[src/rtl/byteBurstTxPkg.sv]
package byteBurstTxPkg;
  typedef enum logic [1:0] {
    ST_IDLE,
    ST_READ,
    ST_LOAD,
    ST_SEND
  } seqState_t;

  typedef struct packed {
    logic readReq;
    logic loadByte;
  } ctrlStrobes_t;
endpackage

[src/rtl/startFilter.sv]
module startFilter #(
  parameter int DEB_CYCLES = 500_000
) (
  input  logic clk,
  input  logic rst,
  input  logic rawIn,
  output logic edgePulse
);
  localparam int DEB_W = $clog2(DEB_CYCLES + 1);

  logic [1:0]     syncReg;
  logic           debLevel;
  logic           debPrev;
  logic [DEB_W-1:0] stableCnt;

  always_ff @(posedge clk) begin
    if (rst) begin
      syncReg   <= '0;
      debLevel  <= 1'b0;
      debPrev   <= 1'b0;
      stableCnt <= '0;
    end else begin
      syncReg <= {syncReg[0], rawIn};
      debPrev <= debLevel;
      if (syncReg[1] == debLevel) begin
        stableCnt <= '0;
      end else if (stableCnt == DEB_W'(DEB_CYCLES - 1)) begin
        stableCnt <= '0;
        debLevel  <= syncReg[1];
      end else begin
        stableCnt <= stableCnt + 1'b1;
      end
    end
  end

  assign edgePulse = debLevel & ~debPrev;
endmodule

[src/rtl/burstControl.sv]
module burstControl
  import byteBurstTxPkg::*;
#(
  parameter int NUM_CHARS = 4,
  parameter int ADDR_W    = 8
) (
  input  logic         clk,
  input  logic         rst,
  input  logic         startPulse,
  input  logic         frameDone,
  output ctrlStrobes_t strobes,
  output logic [ADDR_W-1:0] charAddr,
  output logic         busy
);
  localparam int IDX_W = (NUM_CHARS > 1) ? $clog2(NUM_CHARS) : 1;
  localparam logic [IDX_W-1:0] LAST_IDX = IDX_W'(NUM_CHARS - 1);

  seqState_t         state;
  logic [IDX_W-1:0]  charIdx;

  always_ff @(posedge clk) begin
    if (rst) begin
      state   <= ST_IDLE;
      charIdx <= '0;
    end else begin
      unique case (state)
        ST_IDLE: if (startPulse) begin
          charIdx <= '0;
          state   <= ST_READ;
        end
        ST_READ: state <= ST_LOAD;
        ST_LOAD: state <= ST_SEND;
        ST_SEND: if (frameDone) begin
          if (charIdx == LAST_IDX) begin
            state <= ST_IDLE;
          end else begin
            charIdx <= charIdx + 1'b1;
            state   <= ST_READ;
          end
        end
        default: state <= ST_IDLE;
      endcase
    end
  end

  always_comb begin
    strobes          = '0;
    strobes.readReq  = (state == ST_READ);
    strobes.loadByte = (state == ST_LOAD);
  end

  assign charAddr = ADDR_W'(charIdx);
  assign busy     = (state != ST_IDLE);
endmodule

[src/rtl/serialDatapath.sv]
module serialDatapath
  import byteBurstTxPkg::*;
#(
  parameter int CLK_HZ = 50_000_000,
  parameter int BAUD   = 9600
) (
  input  logic         clk,
  input  logic         rst,
  input  ctrlStrobes_t strobes,
  input  logic [7:0]   charByte,
  output logic         txLine,
  output logic         frameDone
);
  localparam int BIT_CYCLES = CLK_HZ / BAUD;
  localparam int CNT_W      = $clog2(BIT_CYCLES + 1);
  localparam int FRAME_BITS = 10;

  logic [FRAME_BITS-1:0] shifter;
  logic                  active;
  logic [CNT_W-1:0]      baudCnt;
  logic [3:0]            bitIdx;

  always_ff @(posedge clk) begin
    if (rst) begin
      shifter   <= '1;
      active    <= 1'b0;
      baudCnt   <= '0;
      bitIdx    <= '0;
      frameDone <= 1'b0;
    end else begin
      frameDone <= 1'b0;
      if (strobes.loadByte) begin
        shifter <= {1'b1, charByte, 1'b0};
        active  <= 1'b1;
        baudCnt <= '0;
        bitIdx  <= '0;
      end else if (active) begin
        if (baudCnt == CNT_W'(BIT_CYCLES - 1)) begin
          baudCnt <= '0;
          shifter <= {1'b1, shifter[FRAME_BITS-1:1]};
          if (bitIdx == 4'(FRAME_BITS - 1)) begin
            active    <= 1'b0;
            frameDone <= 1'b1;
          end else begin
            bitIdx <= bitIdx + 1'b1;
          end
        end else begin
          baudCnt <= baudCnt + 1'b1;
        end
      end
    end
  end

  assign txLine = active ? shifter[0] : 1'b1;
endmodule

[src/rtl/byteBurstTx.sv]
module byteBurstTx
  import byteBurstTxPkg::*;
#(
  parameter int CLK_HZ     = 50_000_000,
  parameter int BAUD       = 9600,
  parameter int DEB_CYCLES = 500_000,
  parameter int NUM_CHARS  = 4,
  parameter int ADDR_W     = 8,
  parameter int DATA_W     = 16
) (
  input  logic              clk,
  input  logic              rst,
  input  logic              startIn,
  output logic [ADDR_W-1:0] memAddr,
  output logic              memRdEn,
  input  logic [DATA_W-1:0] memRdData,
  output logic              txOut,
  output logic              busy
);
  ctrlStrobes_t strobes;
  logic         startPulse;
  logic         frameDone;

  startFilter #(.DEB_CYCLES(DEB_CYCLES)) uFilter (
    .clk(clk), .rst(rst), .rawIn(startIn), .edgePulse(startPulse)
  );

  burstControl #(.NUM_CHARS(NUM_CHARS), .ADDR_W(ADDR_W)) uCtrl (
    .clk(clk), .rst(rst), .startPulse(startPulse), .frameDone(frameDone),
    .strobes(strobes), .charAddr(memAddr), .busy(busy)
  );

  serialDatapath #(.CLK_HZ(CLK_HZ), .BAUD(BAUD)) uPath (
    .clk(clk), .rst(rst), .strobes(strobes), .charByte(memRdData[7:0]),
    .txLine(txOut), .frameDone(frameDone)
  );

  assign memRdEn = strobes.readReq;
endmodule

[config.mk]
export PLATFORM = sky130hd
export DESIGN_NAME = byteBurstTx
export DESIGN_NICKNAME = d
export VERILOG_FILES = /design/src/rtl/byteBurstTxPkg.sv /design/src/rtl/startFilter.sv /design/src/rtl/burstControl.sv /design/src/rtl/serialDatapath.sv /design/src/rtl/byteBurstTx.sv
export SDC_FILE = /design/constraint.sdc
export NUM_CORES = 1
export LEC_CHECK = 0
export BUFFER_PORTS_ARGS = -buffer_cell sky130_fd_sc_hd__buf_2
export CAP_MARGIN = 20
export CORE_ASPECT_RATIO = 0.75
export CORE_UTILIZATION = 55
export DETAILED_ROUTE_END_ITERATION = 8
export MAX_ROUTING_LAYER = met4
export PLACE_DENSITY = 0.75
export SLEW_MARGIN = 15
export SYNTH_ARGS = -nofsm -noshare
export SYNTH_HDL_FRONTEND = slang
export SYNTH_HIERARCHICAL = 1
export SYNTH_SLANG_ARGS = --single-unit
[constraint.sdc]
create_clock -name clk -period 2.75 [get_ports clk]
set_input_delay 0 -clock clk [delete_from_list [all_inputs] [get_ports clk]]
set_output_delay 0 -clock clk [all_outputs]
set_load 0.02 [all_outputs]
After elaboration in Yosys (flattened, before gate mapping) --
Cells that the tools add are included.
Word-level totals: register bits after elaboration 55, input bits 19, output and inout bits 11, word-level logic and storage cells 63
Cells by class: $add $sub $neg 4, equal/unequal tests 11, muxes and demuxes 18, bitwise operators 6, reduce and logical (&&, ||, !) cells 13
Operators with widths (number):
- 9-bit 2-to-1 mux | 3
- 19-bit by 1-bit adder with 19-bit output, second input constant | 1
- 19-bit equality test, second input constant | 1
- 13-bit by 1-bit adder with 13-bit output, second input constant | 1
- 13-bit equality test, second input constant | 1
- 13-bit 2-to-1 mux | 1
- 2-bit 2-to-1 mux | 5
- 2-bit case mux with 4 select lines | 1
- 2-bit nonzero test | 4
- 1-bit 2-to-1 mux | 7
- 2-bit equality test, second input constant | 3
- 2-bit AND reduction | 3
- 1-bit NOT | 5
- 4-bit by 1-bit adder with 4-bit output, second input constant | 1
- 4-bit equality test, second input constant | 1
- 2-bit != test, second input constant | 2
- 2-bit case mux with 2 select lines | 1
- 4-bit AND reduction | 1
- 4-bit OR reduction | 1
- 3-bit AND reduction | 1
- 3-bit OR reduction | 1
- 2-bit by 1-bit adder with 2-bit output, second input constant | 1
- 2-bit by 1-bit equality test with 1-bit output, second input constant | 1
- 2-bit zero test | 1
- 4 further kinds | 4

Logic depth before layout (Yosys ltp) --
word-level depth 5, gate-level depth with buffers 7, mapped depth without buffers 6

Modules after synthesis --
Netlist, hierarchy kept.
By module, submodules not included:
- serialDatapath | times used 1, cells an instance 146, area each 1340.0 sq um, seq. area each 560.5 sq um
- startFilter | times used 1, cells an instance 116, area each 1061.0 sq um, seq. area each 460.4 sq um
- burstControl | times used 1, cells an instance 42, area each 387.9 sq um, seq. area each 80.1 sq um

Worst setup path before layout --
OpenSTA, ideal clock, no wires.
kind flip-flop to flip-flop, start register uCtrl.state[0], end register uPath.baudCnt[10], library setup time 0.065 ns, arrival 1.570 ns, required time 2.685 ns, setup slack 1.115 ns, stages on the path, launching flop included 8, buffers on the path 2, period minus slack after synthesis 1.635 ns, cells stage by stage dfxtp_1 inv_1 ha_1 or2_2 clkbuf_1 nand2b_1 clkbuf_1 nor2_1
RTL lines:
- start: declaration | RTL line burstControl.sv:18 | seqState_t state;
- start signal: assignment | RTL line burstControl.sv:23 | state <= ST_IDLE;
- start signal: assignment | RTL line burstControl.sv:29 | state <= ST_READ;
- start signal: assignment | RTL line burstControl.sv:31 | ST_READ: state <= ST_LOAD;
- end signal: assignment | RTL line serialDatapath.sv:48 | baudCnt <= baudCnt + 1'b1;
- end: declaration | RTL line serialDatapath.sv:20 | logic [CNT_W-1:0] baudCnt;

Worst setup path in the final report --
start register uPath.baudCnt[0], end register uPath.bitIdx[2]
Between the ends: word-level cells in the longest chain between the ends 2
Ends and longest elaborated chain:
- 13-bit equality test | RTL line serialDatapath.sv:38 | if (baudCnt == CNT_W'(BIT_CYCLES - 1)) begin
- 3-bit AND reduction (no source line)
- end signal: assignment | RTL line serialDatapath.sv:45 | bitIdx <= bitIdx + 1'b1;
- end: declaration | RTL line serialDatapath.sv:21 | logic [3:0] bitIdx;
Every way passes these cells. A chain may end at the register's enable or synchronous reset.

==> metrics.csv <==
metric,value,unit
status,"complete, but fails checks",
failing checks,DRC,
Worst Path Required,2.99,ns
"Slowest-stage cell, CP",or4_1,
total grt overflow,0,
CTS tree,yes,
"Cell Chain, Critical Path",ha_1 -> and4_1 -> nand4_2 -> or4_1 -> a21oi_1,
DRT Wirelength,4935,um
"Distinct cells, synth",53,
Synth Area in Adders,4.935,%
antenna-violating nets left,0,
Synth Cell Area,2789,um^2
final setup fails,0,
XOR/XNOR Fraction of Synth Area,8.165,%
Crit Path Class,flip-flop to flip-flop,
Max Cap Viol,0,
vias in the first global route,1906,
Final Cycle Share,74.11,%
unrepaired setup endpoints after global routing,no,
y dimension of the die,63.67,um
sequential area share after synthesis,39.48,%
placer congestion estimate,0.8214,
mux contribution to synthesized area,3.230,%
htree depth,2,
area grow syn2layout,7.672,%
Leak,1.096,nW
Starting DRT DRC Count,89,
"Hold Vio Cnt, Final",0,
post-route non-filler standard cell count,381,
# diodes,0,
Skew-Pair Late Insertion Delay,0.30,ns
CP peak stage delay,0.62,ns
Gate Count Post-Synth,304,
PostCTS Resize Cnt,0,
HP Class,input pin to flip-flop,
Simple-Gate Fraction of Synth Area,29.70,%
Max-slew headroom,64.42,%
Yosys Warn Count,6,
drt pass-1 iters,9,
Routed wire per std cell,12.95,um
Rows,22,
Final Max Tran Viols,0,
largest family of logic cells by synthesized area,simple AND/OR/NAND/NOR gates,
Root Driver,clkbuf_8,
number of I/O pins,30,
most frequent cells in the layout,"dfxtp_1 (55), nor2_1 (36), xnor2_1 (17)",
Mean Syn Cell Area,9.174,um^2
"FFs w/ async S/R, synth",0,%
Period minus WS final,2.038,ns
"commonest non-fill, non-tap cell in the layout",dfxtp_1,
dominant synthesized flop cell,dfxtp_1,
chip width,84.23,um
Setup WS post-layout,0.7120,ns
global-route wire length before repair,8335,um
Vias/cell,5.509,
number of cells after detailed placement,366,
P per Cell Area,471.4,nW/um^2
DP HPWL,3401,um
Max Freq,490.7,MHz
Clock Path Buffers,2,
Core Footprint,4872,um^2
Max rail drop VDD,0.2815,mV
Initial Util,57.24,%
Synth Area in Compound Gates,8.793,%
largest net degree at the start of global routing,31,
die footprint,5363,um^2
number of buffers added on ports,15,
WP data arrival,2.28,ns
vias,2099,
share of cells above drive strength 1,12.15,%
Final #Nets,350,
Min Hold Slack,0.007252,ns
clock slew at reported path FFs,0.10,ns
initial antenna violation count,0,
crit end category,flip-flop,
Yosys reg bits,55,
Setup TNS,0,ns
DRC errors left,8,
setup skew after layout,0.01006,ns
kind of start point of the critical path,flip-flop,
Post-synth EDFFs,0,
"worst slack, placed",0.7146,ns
overall routing resource usage,19.67,%
total clock sinks,55,
crit path max fanout,15,
Worst-Margin Slew,0.5317,ns
TritonCTS buffer count,5,
[kinds of logic (layout without fill, tap and decap cells)]
| kind of cell | after synthesis | after routing |
|---|---|---|
| AOI/OAI and AO/OA | 35 | 35 |
| xor gates and xnor gates | 26 | 26 |
| adders and majority gates | 11 | 11 |
| buffers and inverters | 30 | 42 |
| DFF | 55 | 55 |
| muxes | 9 | 9 |
| other | 1 | 6 |
| and+or+nand+nor | 137 | 137 |
[registers in the layout, summed over array words and instances, names as in the netlist]
| register | cells |
|---|---|
| uPath/active | 1 |
| uFilter/stableCnt | 19 |
| uFilter/debPrev | 1 |
| uPath/shifter | 9 |
| uFilter/syncReg | 2 |
| uPath/bitIdx | 4 |
| uCtrl/charIdx | 2 |
| uPath/frameDone | 1 |
| uFilter/debLevel | 1 |
| uPath/baudCnt | 13 |
| uCtrl/state | 2 |
[critical path, delay by kind of cell, from the launching register on]
kind | cells | cell delay (ns)
adder cells (fa/ha/maj) | 1 | 0.21
AND/OR/NAND/NOR | 3 | 1.26
flip-flops | 1 | 0.36
AO/OA/AOI/OAI | 1 | 0.15
[through the flow]
step           total power, mW  util [%]  area [um^2]
6_report                 1.416     61.63         3003
5_1_grt                  1.483     61.63         3003
4_1_cts                  1.430     61.63         3003
3_5_place_dp            0.9905     58.45         2848
3_3_place_gp            0.9889     58.45         2848
2_1_floorplan           0.9645         -         2808
[metal layers]
layer  up-vias  wire length, um  GRT usage (%)
met5         -                0              -
met4         0               31          5.172
met3         4              200          3.932
met2        35             2165          31.56
met1       964             2537          25.47
li1       1096                -              -
[worst paths after layout]
kind | from | endpoint | slack (ns) | cells after the start
setup / recovery | uPath/baudCnt[0] | uPath/bitIdx[2] | 0.71 | 5
hold / removal | memRdData[6] | uPath/shifter[7] | 0.007 | 3
setup reg to reg | uPath/baudCnt[0] | uPath/bitIdx[2] | 0.71 | 5
hold reg to reg | uFilter/syncReg[0] | uFilter/syncReg[1] | 0.47 | 1
[cell type report]
cell class	count	area (um^2)
Fill cell	437	1869
Multi-Input combinational cell	224	1551
Sequential cell	55	1101
Timing Repair Buffer	22	145.1
Tap cell	60	75.07
Clock buffer	6	72.57
Inverter	12	45.04
Clock inverter	2	12.51
[synth_stat cells (3+ instances only)]
master    number  area share [%]
xor2_1         9             2.8
a211oi_1       3            0.81
a21oi_1       10             1.8
dfxtp_1       55              39
nand4_2        3             1.3
and2_1         3            0.67
ha_1          11             4.9
and3_1         4            0.90
o31a_1         6             1.9
xnor2_1       17             5.3
nand2b_1       6             1.3
nor2_1        36             4.8
or3_1          3            0.67
nand2_1       11             1.5
mux2i_1        9             3.2
nor3_1        14             2.5
clkbuf_1       6            0.81
inv_1         11             1.5
nand3_1       11             2.0
buf_4          6             1.6
o21ai_0        6             1.1
nand4_1       10             2.2
nor4_1         5             1.1
and4_1         6             1.9
nor2b_1        4            0.90
[power by group]
part	leakage [nW]	internal [mW]	switching (mW)	total (mW)
Combinational	0.611	0.0699	0.0930	0.163
Clock	0.0412	0.179	0.255	0.434
Sequential	0.444	0.808	0.0106	0.819
Total	1.10	1.06	0.359	1.42
[what timing repair did]
item | 4_1_cts | 5_1_grt
setup buffers | 0 | 0
hold buffers | 7 | 0
endpoints found under the hold margin | 7 | 0
Note: power is estimated with default switching activity, not from simulation.
